--- src/rtl/mac_pkg.sv ---
package mac_pkg;
    typedef enum logic [1:0] {
        ACC_FETCH = 2'b00,
        ACC_PTAB  = 2'b01,
        ACC_DTAB  = 2'b10,
        ACC_VEC   = 2'b11
    } acc_e;

    typedef enum logic [1:0] {
        ST_IDLE,
        ST_ACCESS,
        ST_VEC_HI,
        ST_VEC_LO
    } st_e;
endpackage

--- src/rtl/mac_decode.sv ---
module mac_decode #(
    parameter int AW            = 16,
    parameter int VIW           = 3,
    parameter int VEC_COUNT     = 6,
    parameter int ROM_MIN_BYTES = 16384
) (
    input  mac_pkg::acc_e    acc,
    input  logic [AW-1:0]    addr,
    input  logic [VIW-1:0]   vec_idx,
    input  logic [1:0]       rom_size,
    input  logic             ext_en,
    input  logic             protect,
    input  logic             exec_ext,
    output logic             tgt_ext,
    output logic             refuse
);
    import mac_pkg::*;

    localparam logic [AW:0] MIN_SIZE = (AW+1)'(ROM_MIN_BYTES);

    logic [1:0]  size_c;
    logic [AW:0] last_int;
    logic        size_full;
    logic        no_bus;
    logic        prot_hit;

    always_comb begin
        size_c    = rom_size[1] ? 2'd2 : rom_size;
        size_full = rom_size[1];
        last_int  = (MIN_SIZE << size_c) - {{AW{1'b0}}, 1'b1};
        tgt_ext   = {1'b0, addr} > last_int;
        no_bus    = tgt_ext && !ext_en;
        prot_hit  = protect && exec_ext && !tgt_ext;
        unique case (acc)
            ACC_FETCH: refuse = no_bus;
            ACC_PTAB:  refuse = no_bus || prot_hit;
            ACC_DTAB:  refuse = size_full || no_bus || prot_hit;
            default:   refuse = int'(vec_idx) >= VEC_COUNT;
        endcase
    end
endmodule

--- src/rtl/mac_strobe.sv ---
module mac_strobe (
    input  logic       busy_access,
    input  logic       is_data,
    input  logic [1:0] dm_sel,
    output logic       dm_n
);
    logic pin_enabled;

    always_comb begin
        pin_enabled = &dm_sel;
        dm_n        = !(pin_enabled && busy_access && is_data);
    end
endmodule

--- src/rtl/mem_access_ctrl.sv ---
module mem_access_ctrl #(
    parameter int AW            = 16,
    parameter int DW            = 8,
    parameter int VIW           = 3,
    parameter int VEC_COUNT     = 6,
    parameter int ROM_MIN_BYTES = 16384,
    parameter int RESET_PC      = 12
) (
    input  logic           clk,
    input  logic           rst_n,
    input  logic           req_valid,
    output logic           req_ready,
    input  logic [1:0]     req_type,
    input  logic [AW-1:0]  req_addr,
    input  logic [VIW-1:0] req_vec_idx,
    input  logic [1:0]     cfg_rom_size,
    input  logic           cfg_ext_en,
    input  logic           cfg_protect,
    input  logic [1:0]     cfg_dm_sel,
    output logic           rom_req,
    output logic           ext_req,
    output logic [AW-1:0]  mem_addr,
    input  logic           mem_ack,
    input  logic [DW-1:0]  mem_rdata,
    output logic           dm_n,
    output logic           rsp_valid,
    output logic [DW-1:0]  rsp_data,
    output logic           fault,
    output logic           vec_valid,
    output logic [AW-1:0]  vec_addr,
    output logic [AW-1:0]  pc_out
);
    import mac_pkg::*;

    typedef struct packed {
        st_e           st;
        logic [AW-1:0] addr;
        logic          tgt_ext;
        logic          is_data;
        logic          is_fetch;
        logic [DW-1:0] hi;
        logic          exec_ext;
        logic          rsp_valid;
        logic [DW-1:0] rsp_data;
        logic          fault;
        logic          vec_valid;
        logic [AW-1:0] vec;
        logic [AW-1:0] pc;
    } regs_t;

    regs_t r_d, r_q;
    acc_e  acc;
    logic  dec_ext;
    logic  dec_refuse;

    assign acc = acc_e'(req_type);

    mac_decode #(
        .AW(AW), .VIW(VIW), .VEC_COUNT(VEC_COUNT), .ROM_MIN_BYTES(ROM_MIN_BYTES)
    ) u_decode (
        .acc      (acc),
        .addr     (req_addr),
        .vec_idx  (req_vec_idx),
        .rom_size (cfg_rom_size),
        .ext_en   (cfg_ext_en),
        .protect  (cfg_protect),
        .exec_ext (r_q.exec_ext),
        .tgt_ext  (dec_ext),
        .refuse   (dec_refuse)
    );

    mac_strobe u_strobe (
        .busy_access (r_q.st == ST_ACCESS),
        .is_data     (r_q.is_data),
        .dm_sel      (cfg_dm_sel),
        .dm_n        (dm_n)
    );

    always_comb begin
        r_d           = r_q;
        r_d.rsp_valid = 1'b0;
        r_d.fault     = 1'b0;
        r_d.vec_valid = 1'b0;
        unique case (r_q.st)
            ST_IDLE: begin
                if (req_valid) begin
                    if (dec_refuse) begin
                        r_d.rsp_valid = 1'b1;
                        r_d.rsp_data  = '1;
                        r_d.fault     = 1'b1;
                    end else if (acc == ACC_VEC) begin
                        r_d.st       = ST_VEC_HI;
                        r_d.addr     = AW'({req_vec_idx, 1'b0});
                        r_d.tgt_ext  = 1'b0;
                        r_d.is_data  = 1'b0;
                        r_d.is_fetch = 1'b0;
                    end else begin
                        r_d.st       = ST_ACCESS;
                        r_d.addr     = req_addr;
                        r_d.tgt_ext  = dec_ext;
                        r_d.is_data  = (acc == ACC_DTAB);
                        r_d.is_fetch = (acc == ACC_FETCH);
                    end
                end
            end
            ST_ACCESS: begin
                if (mem_ack) begin
                    r_d.st        = ST_IDLE;
                    r_d.rsp_valid = 1'b1;
                    r_d.rsp_data  = mem_rdata;
                    r_d.is_data   = 1'b0;
                    if (r_q.is_fetch) begin
                        r_d.exec_ext = r_q.tgt_ext;
                    end
                end
            end
            ST_VEC_HI: begin
                if (mem_ack) begin
                    r_d.st      = ST_VEC_LO;
                    r_d.hi      = mem_rdata;
                    r_d.addr[0] = 1'b1;
                end
            end
            default: begin
                if (mem_ack) begin
                    r_d.st        = ST_IDLE;
                    r_d.vec       = AW'({r_q.hi, mem_rdata});
                    r_d.pc        = AW'({r_q.hi, mem_rdata});
                    r_d.vec_valid = 1'b1;
                    r_d.rsp_valid = 1'b1;
                    r_d.rsp_data  = mem_rdata;
                end
            end
        endcase
    end

    always_ff @(posedge clk or negedge rst_n) begin
        if (!rst_n) begin
            r_q    <= '0;
            r_q.st <= ST_IDLE;
            r_q.pc <= AW'(RESET_PC);
        end else begin
            r_q <= r_d;
        end
    end

    assign req_ready = (r_q.st == ST_IDLE);
    assign rom_req   = ((r_q.st == ST_ACCESS) && !r_q.tgt_ext)
                     || (r_q.st == ST_VEC_HI) || (r_q.st == ST_VEC_LO);
    assign ext_req   = (r_q.st == ST_ACCESS) && r_q.tgt_ext;
    assign mem_addr  = r_q.addr;
    assign rsp_valid = r_q.rsp_valid;
    assign rsp_data  = r_q.rsp_data;
    assign fault     = r_q.fault;
    assign vec_valid = r_q.vec_valid;
    assign vec_addr  = r_q.vec;
    assign pc_out    = r_q.pc;
endmodule

--- config.mk ---
export PLATFORM = sky130hd
export DESIGN_NAME = mem_access_ctrl
export DESIGN_NICKNAME = d
export VERILOG_FILES = /design/src/rtl/mac_pkg.sv /design/src/rtl/mac_decode.sv /design/src/rtl/mac_strobe.sv /design/src/rtl/mem_access_ctrl.sv
export SDC_FILE = /design/constraint.sdc
export NUM_CORES = 1
export LEC_CHECK = 0
export BUFFER_PORTS_ARGS = -buffer_cell sky130_fd_sc_hd__buf_2
export CAP_MARGIN = 20
export CORE_AREA = 5 5 83 85
export CTS_BUF_LIST = sky130_fd_sc_hd__clkbuf_8
export DETAILED_ROUTE_END_ITERATION = 16
export DIE_AREA = 0 0 88 90
export GPL_ROUTABILITY_DRIVEN = 0
export PLACE_DENSITY = 0.87
export SKIP_LAST_GASP = 1
export SYNTH_ARGS = -nofsm -noshare
export SYNTH_HDL_FRONTEND = slang
export SYNTH_SLANG_ARGS = --single-unit
--- constraint.sdc ---
create_clock -name clk -period 2.2 [get_ports clk]
set_input_delay 0.22 -clock clk [delete_from_list [all_inputs] [get_ports clk]]
set_output_delay 0.22 -clock clk [all_outputs]
set_load 0.01 [all_outputs]
==> results of run 1 <==
cell usage after synthesis (all sizes together):
cell,n
nand2,70
buf,57
dfrtp,57
inv,22
mux2,21
mux2i,14
nand3,11
clkbuf,5
ha,5
nand4,5
nor2,5
o21ai,5
a21o,2
a21oi,2
and2,2
dfstp,2
o211ai,2
a31oi,1
and3,1
clkinv,1
nand2b,1
nor3,1
nor4,1
o211a,1
o21bai,1
o2bb2ai,1
o311ai,1
o41ai,1
through the flow:
step,hold WS [ps],TNS (ps)
2_1_floorplan,-75.6,0
3_3_place_gp,248,0
3_5_place_dp,249,-173
4_1_cts,109,0
5_1_grt,124,0
6_report,125,0
critical path, delay by kind of cell (launching register included):
family,cells,cell delay (ps)
buffers and inverters,1,300
flip-flops,1,400
multiplexers,1,370
AND/OR/NAND/NOR,2,770
state kept, by name (all words and copies together) (netlist names):
| register | cells |
|---|---|
| rsp_data | 8 |
| r_q | 14 |
| vec_valid | 1 |
| vec_addr | 16 |
| rsp_valid | 1 |
| mem_addr | 16 |
| pc_out | 2 |
| fault | 1 |
final timing paths:
kind | to | startpoint
max in group asynchronous | pc_out[3] | rst_n
hold / removal | r_q[50] | mem_rdata[6]
min in group asynchronous | vec_addr[2] | rst_n
hold reg to reg | pc_out[3] | pc_out[3]
setup reg to reg | vec_addr[12] | r_q[71]
setup / recovery | vec_addr[12] | r_q[71]
cell families after synthesis:
logic type                 after synthesis  synth area share
adders and majority gates                5            0.0204
DFF                                     59             0.483
and+or+nand+nor                         97             0.135
AOI/OAI and AO/OA                       17            0.0605
buffers and inverters                   85             0.177
muxes                                   35             0.124
final cells by class:
type                            count  share of cell area
Sequential cell                    59               0.430
Multi-Input combinational cell    154               0.302
Timing Repair Buffer              107               0.168
Clock buffer                       10              0.0400
Tap cell                           77              0.0280
Inverter                           23              0.0251
Clock inverter                      5             0.00655
power groups by stage:
stage | Sequential, uW | Clock, uW | Combinational, uW
after floorplan | 1830 | 0 | 1750
after global placement | 1900 | 0 | 1770
after detailed placement | 1920 | 0 | 1840
after CTS | 1910 | 836 | 1840
after global routing | 1970 | 882 | 2010
final | 1900 | 808 | 1800
what timing repair did:
| item | CTS | global route |
|---|---|---|
| setup endpoints to repair | 0 | 0 |
| endpoints found under the hold margin | 57 | 0 |
| hold buffers | 1 | 0 |
| gates resized for setup | 0 | 0 |
per-layer routing:
layer / part of all wire / up-vias
li1: - / 1024
met1: 0.41 / 995
met2: 0.47 / 89
met3: 0.10 / 9
met4: 0.012 / 0
met5: 0 / -
==> flow_summary.ini, run 1 <==
[place]
post_dp_cell_area_sq_um = 3270
port_buffers = 101
dp.cells = 419
post-place-ws_ps = -31.3
dpl_wire_length_mm = 4.73

[global_routing]
use_met2 = 0.273
gr-max-usage-layer = met2
groute.usage.overall = 0.167
grtUsageMet3 = 0.0530
gr-total-overflow = 0
global_route_wire_length_before_repair_mm = 10.4
initial_antenna_violation_count = 0
via_count_of_the_first_global_routing_pass = 2225
met1_resource_use_gr = 0.208
grt_start_max_net_pins = 60

[die]
coreArea_sq_um = 6130
num_rows = 29
chipHeight_um = 90
start_util = 0.499
top_level_ports = 102
die_width_um = 88
die_area_sq_um = 7920

[finish]
num_antenna_cells = 0
finish.cell_count_without_fillers = 435
highest_count_cells_in_the_layout_ignoring_fill_and_taps = sky130_fd_sc_hd__buf_2 (101), sky130_fd_sc_hd__nand2_1 (70), sky130_fd_sc_hd__dfrtp_1 (57)
footprint_of_the_multi_input_gates_sq_um = 1040
utilization = 0.561
ff_latch_area_sq_um = 1480
layout_nets = 398
mostFrequentLayoutCell = sky130_fd_sc_hd__buf_2
syn_to_final_growth_pct = 12.4
fin_area_sq_um = 3440
layout-drive-gt1-share = 0.419
final.fill_count = 548

[worst_hold_path]
worst_hold_path_cells = 3
worst_hold_path_type = input port to flop

[worst_setup_path]
critical_path_peak_fanout = 11
worstPathCellList = and2_1 > nand2_1 > inv_2 > mux2_2
timing.critical_path.slowest_stage_cell = sky130_fd_sc_hd__dfrtp_1
setup.reg_to_reg.worst_slack_ps = 240
timing_worst_setup_path_type = flop to flop
crit_arrival_ps = 2180
timing.critical_path.slowest_cell_delay_ps = 400
rr_worst_depth = 4
crit_path_end_kind = flop
setup.worst_path.start_class = flop
critPathRequiredTime_ps = 2410

[route]
postRouteAntennaNets = 0
num_vias = 2117
finalWirelength_mm = 6.24
drt_iter0_drc = 75
drc_errors = 0
drt-vias-per-instance = 4.87
detail_route.wl_per_cell_um = 14.3
drt_first_pass_iters = 4

[sta]
slew_violations = 0
worstMarginPinSlew_ps = 498
setup_viol_count_final = 0
timing.slew.headroom = 0.667
finalCriticalPeriod_ps = 1960
clock_skew_ps = 4.90
clock.fmax_mhz = 509
fin_ws_ps = 235
timing.final.hold_violations = 0
setup_repair_after_global_routing_missed_its_margin = false
min_period_over_period = 0.893

[clocking]
cts_buf_count = 9
clk_transition_reported_paths_ps = 60
root_buffer = sky130_fd_sc_hd__clkbuf_8
htree_levels = 3
clkLatencyLatePin_ps = 330
post-cts-setup-buffers = 0
clock-sinks = 59
cts_tree = built
cts-root-to-sink-buffers = 2

[pwr]
p_int_uw = 2850
share_seq_of_total_power = 0.422
power.switching_uw = 1670
share_clk_of_total_power = 0.179
leakagePower_uw = 0.00189
power.share.combinational = 0.399
irDropWorstVdd_v = 0.000610
p_sw_frac = 0.369
p_per_area_nw_per_um2 = 1310
total_power_uw = 4510

[synthesis]
nets_in_the_synthesized_netlist = 342
syn-mean-instance-area_sq_um = 10.3
ys_top_cells_by_area = sky130_fd_sc_hd__dfrtp_1 (47%), sky130_fd_sc_hd__buf_4 (14%), sky130_fd_sc_hd__nand2_1 (8.6%)
post-synth-top-area-cell = sky130_fd_sc_hd__dfrtp_1
yosys.area.top_type_share = 0.466
yosys.cell_types.count = 35
synth.ff_latch_count = 59
syn-instance-count = 298
yosysWarnings = 0
netlist_area_sq_um = 3060
synth.yosys.seq_area_share = 0.483

[job]
max_capacitance_violation_count = 0

[run_status]
run_status = completed
Note: power is estimated with default switching activity, not from simulation.
==> inputs of run 2 (changes only) <==
- clock period: 2.2 -> 1.98 ns (I/O delays scaled with it)
==> flow_summary.ini, run 2 (synthesis results as in run 1) <==
[sta]
timing.final.hold_violations = 0
hold_slack_ps = 101
setup_tns_ps = 0
setup_viol_count_final = 0
setup_repair_after_global_routing_missed_its_margin = false
slew_violations = 0
clock_skew_ps = 6.09
clock.fmax_mhz = 573
timing.slew.headroom = 0.610
worstMarginPinSlew_ps = 584
fin_ws_ps = 234
finalCriticalPeriod_ps = 1750
min_period_over_period = 0.882

[run_status]
run_status = completed

[die]
num_rows = 29
coreArea_sq_um = 6130
start_util = 0.499
die_width_um = 88
top_level_ports = 102
chipHeight_um = 90
die_area_sq_um = 7920

[global_routing]
gr-total-overflow = 0
initial_antenna_violation_count = 0
via_count_of_the_first_global_routing_pass = 2120
global_route_wire_length_before_repair_mm = 10.1
groute.usage.overall = 0.164
grt_start_max_net_pins = 37

[finish]
fin_area_sq_um = 3550
utilization = 0.579
ff_latch_area_sq_um = 1480
layout_nets = 402
num_antenna_cells = 0
syn_to_final_growth_pct = 16.0
mostFrequentLayoutCell = sky130_fd_sc_hd__buf_2
final.fill_count = 537
highest_count_cells_in_the_layout_ignoring_fill_and_taps = sky130_fd_sc_hd__buf_2 (101), sky130_fd_sc_hd__nand2_1 (70), sky130_fd_sc_hd__dfrtp_1 (57)
footprint_of_the_multi_input_gates_sq_um = 1040
layout-drive-gt1-share = 0.430

[pwr]
irDropWorstVdd_v = 0.000855
p_per_area_nw_per_um2 = 1510
leakagePower_uw = 0.00194

[route]
drt_iter0_drc = 35
drt_first_pass_iters = 4
finalWirelength_mm = 6.25
drc_errors = 0
drt-vias-per-instance = 4.85
postRouteAntennaNets = 0
num_vias = 2134
detail_route.wl_per_cell_um = 14.2

[worst_hold_path]
worst_hold_path_type = input port to flop

[clocking]
post-cts-setup-buffers = 0
clkLatencyLatePin_ps = 330
htree_levels = 3
cts_buf_count = 9
root_buffer = sky130_fd_sc_hd__clkbuf_8
clock-sinks = 59
cts_tree = built
clk_transition_reported_paths_ps = 70
cts-root-to-sink-buffers = 2
postCtsResizedCells = 0

[worst_setup_path]
critPathTopFamily = compound AO/OA/AOI/OAI gates
cp.buffers_inverters = 3
critical_path_peak_fanout = 5
timing_worst_setup_path_type = input port to flop
crit_path_end_kind = flop
timing.critical_path.slowest_cell_delay_ps = 360
critPathRequiredTime_ps = 2190
worstPathCellList = buf_2 > inv_1 > ha_1 > nand4_1 > o41ai_4 > buf_4 > o211ai_4 > o21ai_4 > mux2_2
crit_arrival_ps = 1960
timing.critical_path.slowest_stage_cell = sky130_fd_sc_hd__mux2_2
setup.worst_path.start_class = input port

[place]
dpl_wire_length_mm = 4.77
post_dp_cell_area_sq_um = 3310
port_buffers = 101
post-place-ws_ps = -130

[job]
max_capacitance_violation_count = 0
==> run 2: final cells by class <==
type,instances,share of cell area
sequential,59,0.417
multi-input combinational,154,0.293
timing repair buffer,111,0.175
clock buffer,11,0.0427
tap,77,0.0271
inverter,23,0.0243
clock inverter,5,0.0215
==> run 2: per-layer routing <==
metal  wire (um)  track usage
met4          69       0.0614
met2        3010        0.259
met1        2620        0.215
met3         556       0.0402
met5           0            0
==> run 2: tightest hold or removal path: cells and delay by family <==
| family | cells | cell delay, ps |
|---|---|---|
| buffers and inverters | 1 | 100 |
| and+or+nand+nor | 2 | 100 |
==> run 2: timing repair <==
| action | CTS | global route |
|---|---|---|
| endpoints found under the hold margin | 22 | 0 |
| setup endpoints to repair | 0 | 0 |
| hold buffers | 1 | 0 |
==> run 2: final timing paths <==
kind / start / endpoint / slack [ps] / cells after the start
setup / recovery: cfg_rom_size[1] / mem_addr[1] / 230 / 9
max in group asynchronous: rst_n / pc_out[3] / 930 / 3
setup reg to reg: r_q[72] / mem_addr[1] / 250 / 5
hold / removal: mem_rdata[1] / r_q[45] / 100 / 3
min in group asynchronous: rst_n / rsp_data[1] / 400 / 2
hold reg to reg: pc_out[3] / pc_out[3] / 460 / 2
==> run 2: per-stage QoR <==
step	total power, uW	instances
2_1_floorplan	3980	298
3_3_place_gp	4100	423
3_5_place_dp	4190	423
4_1_cts	5450	440
5_1_grt	5740	440
6_report	5370	440
==> run 2: where the power goes <==
group | internal [uW] | switching [uW] | total (uW)
logic | 937 | 1090 | 2020
clock network | 771 | 462 | 1230
registers | 1780 | 333 | 2110
total | 3490 | 1880 | 5370
